### src/rtl/wav_cap_pkg.sv
package wav_cap_pkg;
    localparam int SAMP_W    = 24;
    localparam int NBYTE     = SAMP_W / 8;
    localparam int NUM_SLOT  = 2;
    localparam int CNT_W     = 3;
    localparam int A_CTRL    = 0;
    localparam int A_STAT    = 1;
    localparam int A_SLOT0   = 2;

    typedef logic [SAMP_W-1:0] samp_t;

    typedef enum logic [1:0] {
        RATE_DIV1 = 2'b00,
        RATE_DIV2 = 2'b01,
        RATE_DIV4 = 2'b10,
        RATE_DIV8 = 2'b11
    } rate_e;

    typedef struct packed {
        logic                irq_en;
        logic [2:0]          rsvd;
        logic [NUM_SLOT-1:0] src;
        rate_e               rate;
    } ctrl_t;

    function automatic logic [CNT_W-1:0] last_count(rate_e r);
        return CNT_W'((1 << r) - 1);
    endfunction

    function automatic int slot_addr(int slot, int byte_idx);
        return A_SLOT0 + slot * NBYTE + byte_idx;
    endfunction
endpackage

### src/rtl/wav_decim.sv
module wav_decim
    import wav_cap_pkg::*;
(
    input  logic  clk,
    input  logic  rst,
    input  logic  in_valid,
    input  rate_e rate,
    input  logic  restart,
    output logic  out_evt
);
    logic [CNT_W-1:0] cnt;
    logic             at_last;

    assign at_last = (cnt == last_count(rate));
    assign out_evt = in_valid && at_last && !restart;

    always_ff @(posedge clk) begin
        if (rst || restart) begin
            cnt <= '0;
        end else if (in_valid) begin
            cnt <= at_last ? '0 : cnt + 1'b1;
        end
    end

    p_cnt_range_r2: assert property (@(posedge clk) disable iff (rst)
        cnt <= last_count(rate));
    p_restart_r3: assert property (@(posedge clk) disable iff (rst)
        restart |=> (cnt == '0));
endmodule

### src/rtl/wav_slot.sv
module wav_slot
    import wav_cap_pkg::*;
(
    input  logic  clk,
    input  logic  rst,
    input  logic  evt,
    input  logic  src_b,
    input  samp_t ch_a,
    input  samp_t ch_b,
    input  logic  take,
    output samp_t live,
    output samp_t snap
);
    always_ff @(posedge clk) begin
        if (rst) begin
            live <= '0;
            snap <= '0;
        end else begin
            if (evt)  live <= src_b ? ch_b : ch_a;
            if (take) snap <= live;
        end
    end

    p_live_hold_r4: assert property (@(posedge clk) disable iff (rst)
        !evt |=> $stable(live));
    p_snap_take_r5: assert property (@(posedge clk) disable iff (rst)
        take |=> (snap == $past(live)));
    p_snap_hold_r6: assert property (@(posedge clk) disable iff (rst)
        !take |=> $stable(snap));
endmodule

### src/rtl/wav_capture.sv
module wav_capture
    import wav_cap_pkg::*;
#(
    parameter int ADDR_W = 4
) (
    input  logic              clk,
    input  logic              rst,
    input  logic              samp_valid,
    input  logic [SAMP_W-1:0] ch_a_samp,
    input  logic [SAMP_W-1:0] ch_b_samp,
    input  logic [ADDR_W-1:0] bus_addr,
    input  logic              bus_wr,
    input  logic [7:0]        bus_wdata,
    input  logic              bus_rd,
    output logic [7:0]        bus_rdata,
    output logic              irq
);
    ctrl_t ctrl;
    logic  status;
    logic  evt;
    logic  restart;
    logic  wr_ctrl;
    logic  clr_stat;
    samp_t live [NUM_SLOT];
    samp_t snap [NUM_SLOT];

    assign wr_ctrl  = bus_wr && (bus_addr == ADDR_W'(A_CTRL));
    assign clr_stat = bus_wr && (bus_addr == ADDR_W'(A_STAT)) && bus_wdata[0];
    assign restart  = wr_ctrl && (bus_wdata[1:0] != ctrl.rate);

    always_ff @(posedge clk) begin
        if (rst) begin
            ctrl <= '0;
        end else if (wr_ctrl) begin
            ctrl      <= ctrl_t'(bus_wdata);
            ctrl.rsvd <= '0;
        end
    end

    always_ff @(posedge clk) begin
        if (rst)           status <= 1'b0;
        else if (evt)      status <= 1'b1;
        else if (clr_stat) status <= 1'b0;
    end

    assign irq = status && ctrl.irq_en;

    wav_decim u_decim (
        .clk      (clk),
        .rst      (rst),
        .in_valid (samp_valid),
        .rate     (ctrl.rate),
        .restart  (restart),
        .out_evt  (evt)
    );

    for (genvar s = 0; s < NUM_SLOT; s++) begin : g_slot
        logic take;
        assign take = bus_rd && (bus_addr == ADDR_W'(slot_addr(s, NBYTE - 1)));
        wav_slot u_slot (
            .clk   (clk),
            .rst   (rst),
            .evt   (evt),
            .src_b (ctrl.src[s]),
            .ch_a  (ch_a_samp),
            .ch_b  (ch_b_samp),
            .take  (take),
            .live  (live[s]),
            .snap  (snap[s])
        );
    end

    always_comb begin
        bus_rdata = '0;
        if (bus_addr == ADDR_W'(A_CTRL)) bus_rdata = ctrl;
        if (bus_addr == ADDR_W'(A_STAT)) bus_rdata = {7'b0, status};
        for (int s = 0; s < NUM_SLOT; s++) begin
            for (int b = 0; b < NBYTE; b++) begin
                if (bus_addr == ADDR_W'(slot_addr(s, b))) begin
                    bus_rdata = (b == NBYTE - 1) ? live[s][8*b +: 8]
                                                 : snap[s][8*b +: 8];
                end
            end
        end
    end

    p_sticky_r7: assert property (@(posedge clk) disable iff (rst)
        (status && !clr_stat) |=> status);
    p_collide_r8: assert property (@(posedge clk) disable iff (rst)
        evt |=> status);
    p_irq_quiet_r9: assert property (@(posedge clk) disable iff (rst)
        !status |-> !irq);
    p_rsvd_zero_r10: assert property (@(posedge clk) disable iff (rst)
        ctrl.rsvd == 3'b000);
endmodule

### config.mk
export PLATFORM = sky130hd
export DESIGN_NAME = wav_capture
export DESIGN_NICKNAME = d
export VERILOG_FILES = /design/src/rtl/wav_cap_pkg.sv /design/src/rtl/wav_decim.sv /design/src/rtl/wav_slot.sv /design/src/rtl/wav_capture.sv
export SDC_FILE = /design/constraint.sdc
export NUM_CORES = 1
export LEC_CHECK = 0
export BUFFER_PORTS_ARGS = -buffer_cell sky130_fd_sc_hd__buf_2
export CAP_MARGIN = 20
export CORE_MARGIN = 2
export CORE_UTILIZATION = 45
export DETAILED_ROUTE_END_ITERATION = 10
export PLACE_DENSITY = 0.63
export RECOVER_POWER = 100
export SLEW_MARGIN = 20
export SYNTH_ARGS = -nofsm -noshare
export SYNTH_HDL_FRONTEND = slang
export SYNTH_SLANG_ARGS = --single-unit
### constraint.sdc
create_clock -name clk -period 2.38 [get_ports clk]
set_input_delay 0.357 -clock clk [delete_from_list [all_inputs] [get_ports clk]]
set_output_delay 0.357 -clock clk [all_outputs]
set_load 0.05 [all_outputs]
==> impl_results.md, run 1 <==
- Top_reg_cell synth: dfxtp_1
- Fmax: 453 MHz
- Place WS: 145 ps
- Worst endpoint required time: 2020 ps
- Initial antenna violation count: 0
- Cell Area, Synth: 4530 um^2
- Synth Net Count: 621
- Global route total overflow: 0
- Post-CTS Hold Fix Bufs: 0
- CTS Root Buffer Type: clkbuf_8
- H-tree depth: 3
- Slowest CP cell: nor2_1
- Crit-path cells: clkbuf_1, nand2b_1, nor2_1, a22o_1, clkbuf_2
- Area Growth Syn to Fin: 16.1%
- Post-route minimum period: 2210 ps
- Detailed placement HPWL: 9.12 mm
- Design area: 5260 um^2
- Core area: 9770 um^2
- Hold/Removal Path Class: input port to flip-flop
- Global-route wire length before repair: 20.5 mm
- Sequential area share after synthesis: 39.3%
- Most common cell after layout, fill and taps aside: dfxtp_1
- Status: completed
- Initial Util: 46.3%
- Crit path kind: input port to output pin
- Critical path launch point type: input port
- Max_slew headroom: 46.9%
- Worst Tran Pin Value: 796 ps
- Total CTS buffers: 9
- Worst Hold Slack: 232 ps
- Yosys warnings: 0
- GPL Wtd Cong: 0.810
- Final setup viols: 0
- Worst Setup End Kind: output pin
- DP Area: 5050 um^2
- Share of cells above drive strength 1: 17.6%
- Vias in the first global route: 3840
- Post-synth EDFFs: 0
- Max-Cap Viols: 0
- DRT iter0 DRCs: 297
- Slew Limit Fails: 0
- Die height: 104 um
- Width of the chip: 104 um
- Die area: 10900 um^2
- Crit-path max FO: 9
- Drt drc: 0
- Largest net degree at the start of global routing: 90
- Nets: 668
- Routed Antenna Nets: 0
- Clock Latency Late Sink: 360 ps
- CTS max path bufs: 2
- Final worst setup slack: 173 ps
- Vias per Instance: 5.72
- Clock-pin slew on the worst setup and hold paths: 90 ps
- Leakage: 0.00197 uW
- Setup Skew: 7.07 ps
- Via count: 4236
- Total track usage: 23.8%
- Placed cells: 724
- PwrDens: 624 nW/um^2
- Setup Total Neg Slack: 0 ps
- DRT Pass-1 Iters: 5
- Final Cycle Share: 92.7%
- Cell family with most CP delay: simple AND/OR/NAND/NOR gates
- Mapped Avg Cell Area: 8.16 um^2
- Ant. Diodes: 0
- Non-Filler Instances: 740
- Mapped Cells: 555
- Ys async rst share: 0%
- CTS resizes: 0
- Area of the multi-input gates: 2340 um^2
- Crit path buf inv count: 2
- Row cnt: 36
- Flops & latches, synth: 89
- Worst path arrival time: 1850 ps
- Postcts setup bufs: 0
- PortBufs: 70
- Most frequent cells in the layout: 89 x dfxtp_1, 75 x nand2_1, 60 x buf_2
- Yosys cell types: 49
- Reg area: 1780 um^2
- Post-Route WL: 12.7 mm
- Io pins: 74
- Crit path largest cell delay: 430 ps
- RSZ-0062 raised after global routing: false
- Fill cells: 1022
- Endpoints failing hold: 0
- WL/cell: 17.2 um
- CTS tree: done
- Clock sink count: 89
- Max VDD drop: 0.221 mV
-- final timing paths --
kind,slack (ps),to,start,cells after the start
setup reg to reg,220,g_slot[0].u_slot.live[7],ctrl[0],6
hold / removal,230,ctrl[7],bus_wdata[7],3
setup / recovery,170,bus_rdata[1],bus_addr[2],5
hold reg to reg,450,g_slot[1].u_slot.snap[11],g_slot[1].u_slot.live[11],2
-- metal layers --
| metal | track usage (%) | routed length [um] | vias up |
|---|---|---|---|
| met2 | 35.1 | 5480 | 147 |
| met5 | 0 | 0 | - |
| met4 | 6.27 | 151 | 0 |
| li1 | - | - | 2110 |
| met1 | 35.9 | 6330 | 1969 |
| met3 | 3.76 | 772 | 10 |
-- stage by stage --
step | utilization [%] | power (uW)
4_1_cts | 53.9 | 3300
6_report | 53.8 | 3280
5_1_grt | 53.8 | 3430
2_1_floorplan | - | 2000
3_5_place_dp | 51.7 | 2180
3_3_place_gp | 51.7 | 2170
-- tightest hold or removal path, stage by stage --
cell	delay (ps)
buf_2	80
mux2i_1	50
nor2_1	70
-- state kept, by name, indices dropped and copies added (netlist names) --
name	cells
g_slot.u_slot.live	48
g_slot.u_slot.snap	32
ctrl	5
u_decim.cnt	3
status	1
-- power by group --
part	total (uW)	switching (uW)	internal [uW]
registers	1640	61.0	1580
logic	496	292	204
clock network	1140	553	589
-- logic make-up (layout without fill, tap and decap cells) --
group	Yosys count	in the layout	synth area share (%)
mux	11	11	2.46
xor+xnor	4	4	0.774
compound gates	181	181	30.4
fa+ha+maj	1	1	0.276
buf+inv	108	160	9.39
flops	89	89	39.3
simple gates	161	161	17.4
-- Yosys cell counts (all sizes together), types with 3 or more instances --
| cell type | number | area, um^2 |
|---|---|---|
| nand2 | 75 | 282 |
| a2bb2oi | 5 | 43.8 |
| xor2 | 3 | 26.3 |
| inv | 54 | 203 |
| a2111oi | 51 | 449 |
| mux2i | 10 | 100 |
| nor2b | 50 | 313 |
| clkbuf | 46 | 173 |
| a21oi | 43 | 215 |
| a221oi | 48 | 420 |
| nand3 | 3 | 15.0 |
| nor2 | 18 | 70.1 |
| o22ai | 3 | 18.8 |
| o21ai | 9 | 45.0 |
| dfxtp | 89 | 1780 |
| buf | 8 | 50.1 |
| o21a | 4 | 30.0 |
| o22a | 3 | 26.3 |
-- cell type report --
type	count	area share, %
clock buffer	9	2.36
clock inverter	7	1.81
inverter	54	3.86
multi-input combinational	358	44.4
sequential	89	33.9
tap	133	3.17
timing repair buffer	90	10.5
Power figures use the tool's default switching activity.
==> run 2, diff against run 1 <==
==> constraint.sdc (replaced) <==
create_clock -name clk -period 2.53 [get_ports clk]
set_input_delay 0.3795 -clock clk [delete_from_list [all_inputs] [get_ports clk]]
set_output_delay 0.3795 -clock clk [all_outputs]
set_load 0.05 [all_outputs]
==> run 2 against run 1 <==
Net effect: power decreased by 11%; worst hold slack better by 18 ps; count of clock-buffer cells in the layout rose by 1; wire length rose by 0.73%; register-to-register slack worse by 50 ps; core utilization down 0.92 points; first-iteration DRC count is 3.7% lower; die area stayed put; final area is 1.7% lower; critical endpoint is now g_slot[0].u_slot.live[23]; largest cell class unchanged; largest power group unchanged.
==> impl_results.md, run 2 (synthesis gave the netlist of run 1 again) <==
- Max-Cap Viols: 0 (unchanged)
- Global-route wire length before repair: 20.6 mm (was 20.5 mm)
- Share of cells above drive strength 1: 16.9% (was 17.6%)
- Routed Antenna Nets: 0 (unchanged)
- Largest reg by FF count: g_slot.u_slot.live (unchanged)
- CTS max path bufs: 2 (unchanged)
- Ant. Diodes: 0 (unchanged)
- CTS Root Buffer Type: clkbuf_8 (unchanged)
- Area Growth Syn to Fin: 14.1% (was 16.1%)
- Via count: 4223 (was 4236)
- Clock sink count: 89 (unchanged)
- Worst reg2reg endpoint: g_slot[0].u_slot.live[23] (was g_slot[0].u_slot.live[7])
- Vias in the first global route: 3904 (was 3840)
- Worst Tran Pin Value: 1040 ps (was 796 ps)
- Largest net degree at the start of global routing: 58 (was 90)
- Vias per Instance: 5.73 (was 5.72)
- Postcts setup bufs: 0 (unchanged)
- Worst path arrival time: 2550 ps (was 1850 ps)
- Io pins: 74 (unchanged)
- Hold/Removal Path Class: input port to flip-flop (unchanged)
- Biggest regs: g_slot.u_slot.live (48), g_slot.u_slot.snap (32), ctrl (5) (unchanged)
- Post-CTS Hold Fix Bufs: 0 (unchanged)
- Initial antenna violation count: 0 (unchanged)
- Core area: 9770 um^2 (unchanged)
- Detailed placement HPWL: 9.11 mm (was 9.12 mm)
- Fmax: 424 MHz
- Clock Latency Late Sink: 360 ps (about the same)
- Worst Hold Path EP: ctrl[7] (unchanged)
- Crit Reg-Reg Startpoint: ctrl[0] (unchanged)
- CTS tree: done (unchanged)
- Die height: 104 um (unchanged)
- Max VDD drop: 0.329 mV (was 0.221 mV)
- PwrDens: 565 nW/um^2 (was 624 nW/um^2)
- Width of the chip: 104 um (unchanged)
- Nets: 665 (was 668)
- Drt drc: 0 (unchanged)
- Crit path kind: flip-flop to flip-flop (was input port to output pin)
- Final Cycle Share: 93.2%
- Endpoints failing hold: 0 (unchanged)
- Min-delay src: bus_wdata[7] (unchanged)
- Max_slew headroom: 28.6% (was 46.9%)
- Clock-pin slew on the worst setup and hold paths: 100 ps (was 90 ps)
- Post-route minimum period: 2360 ps
- Initial Util: 46.3% (unchanged)
- Most frequent cells in the layout: 89 x dfxtp_1, 75 x nand2_1, 60 x buf_2 (unchanged)
- Slew Limit Fails: 0 (unchanged)
- Most common cell after layout, fill and taps aside: dfxtp_1 (unchanged)
- Row cnt: 36 (unchanged)
- Total CTS buffers: 9 (unchanged)
- DRT iter0 DRCs: 286 (was 297)
- CTS resizes: 0 (unchanged)
- Status: completed (unchanged)
- H-tree depth: 3 (unchanged)
- RSZ-0062 raised after global routing: false (unchanged)
- Number of flip-flops in the largest register: 48 (unchanged)
- Leakage: 0.00193 uW (was 0.00197 uW)
- Setup Total Neg Slack: 0 ps (unchanged)
- DRT Pass-1 Iters: 5 (unchanged)
- Total track usage: 23.6% (was 23.8%)
- Worst Setup End Kind: flip-flop (was output pin)
- GPL Wtd Cong: 0.866 (was 0.810)
- PortBufs: 70 (unchanged)
- Global route total overflow: 0 (unchanged)
- Setup Skew: 12.5 ps (was 7.07 ps)
- Critical path launch point type: flip-flop (was input port)
- Final setup viols: 0 (unchanged)
- Die area: 10900 um^2 (unchanged)
- WL/cell: 17.4 um (was 17.2 um)
- Post-Route WL: 12.8 mm (was 12.7 mm)
- Reg-to-reg slack, setup: 170 ps (was 220 ps)
- Design area: 5170 um^2 (was 5260 um^2)
- Worst endpoint required time: 2720 ps (was 2020 ps)
- R2R depth: 5 (was 6)
- Crit-path max FO: 32 (was 9)
- DP Area: 5000 um^2 (was 5050 um^2)
- Hold path depth: 3 (unchanged)
[run 2: cell types whose count changed in the layout (fill, tap and decap cells not counted), sizes merged]
cell    previous run  this run
inv               54        56
bufinv             2         0
clkinv             1         0
buf               77        75
[run 2: final cells by class]
cell class | instances | area [um^2]
multi-input combinational | 358 | 2320
clock buffer | 10 | 128
fill | 980 | 4610
tap | 133 | 166
sequential | 89 | 1780
inverter | 54 | 203
clock inverter | 6 | 50.0
timing repair buffer | 87 | 519
[run 2: critical path: stages, from the launching register on]
cell	delay [ps]
dfxtp_1	470
xor2_1	110
o2111a_1	270
buf_4	220
a2111oi_0	930
a221oi_1	170
[run 2: report_power, final]
part / switching, uW / internal, uW / total (uW)
Sequential: 52.3 / 1490 / 1540
Combinational: 282 / 188 / 470
Clock: 540 / 367 / 908
Total: 874 / 2040 / 2920
[run 2: how the worst max path moves through the flow]
stage | startpoint | end | slack, ps
floorplan | bus_addr[1] | bus_rdata[4] | 60
global placement | bus_addr[0] | g_slot[0].u_slot.live[23] | 110
detailed placement | bus_addr[0] | g_slot[0].u_slot.live[23] | 150
CTS | ctrl[0] | g_slot[0].u_slot.live[23] | 240
global route | bus_addr[2] | bus_rdata[1] | 80
finish | ctrl[0] | g_slot[0].u_slot.live[23] | 170
[run 2: metal layers]
metal	wire [um]	share of wire [%]	track usage [%]	up-vias
li1	-	-	-	2105
met4	256	2.0	7.43	0
met2	5420	42	34.8	129
met3	671	5.2	2.94	18
met5	0	0	0	-
met1	6480	51	35.6	1971
[run 2: through the flow]
step / hold slack, ps / setup slack, ps / total power, uW / util (%) / instances
after CTS: 251 / 237 / 2930 / 53.0 / 737
after floorplan: 432 / 58.6 / 1880 / - / 555
final: 250 / 171 / 2920 / 52.9 / 737
after global placement: 441 / 115 / 2030 / 51.2 / 721
after global routing: 268 / 82.2 / 3040 / 52.9 / 737
after detailed placement: 443 / 148 / 2040 / 51.2 / 721
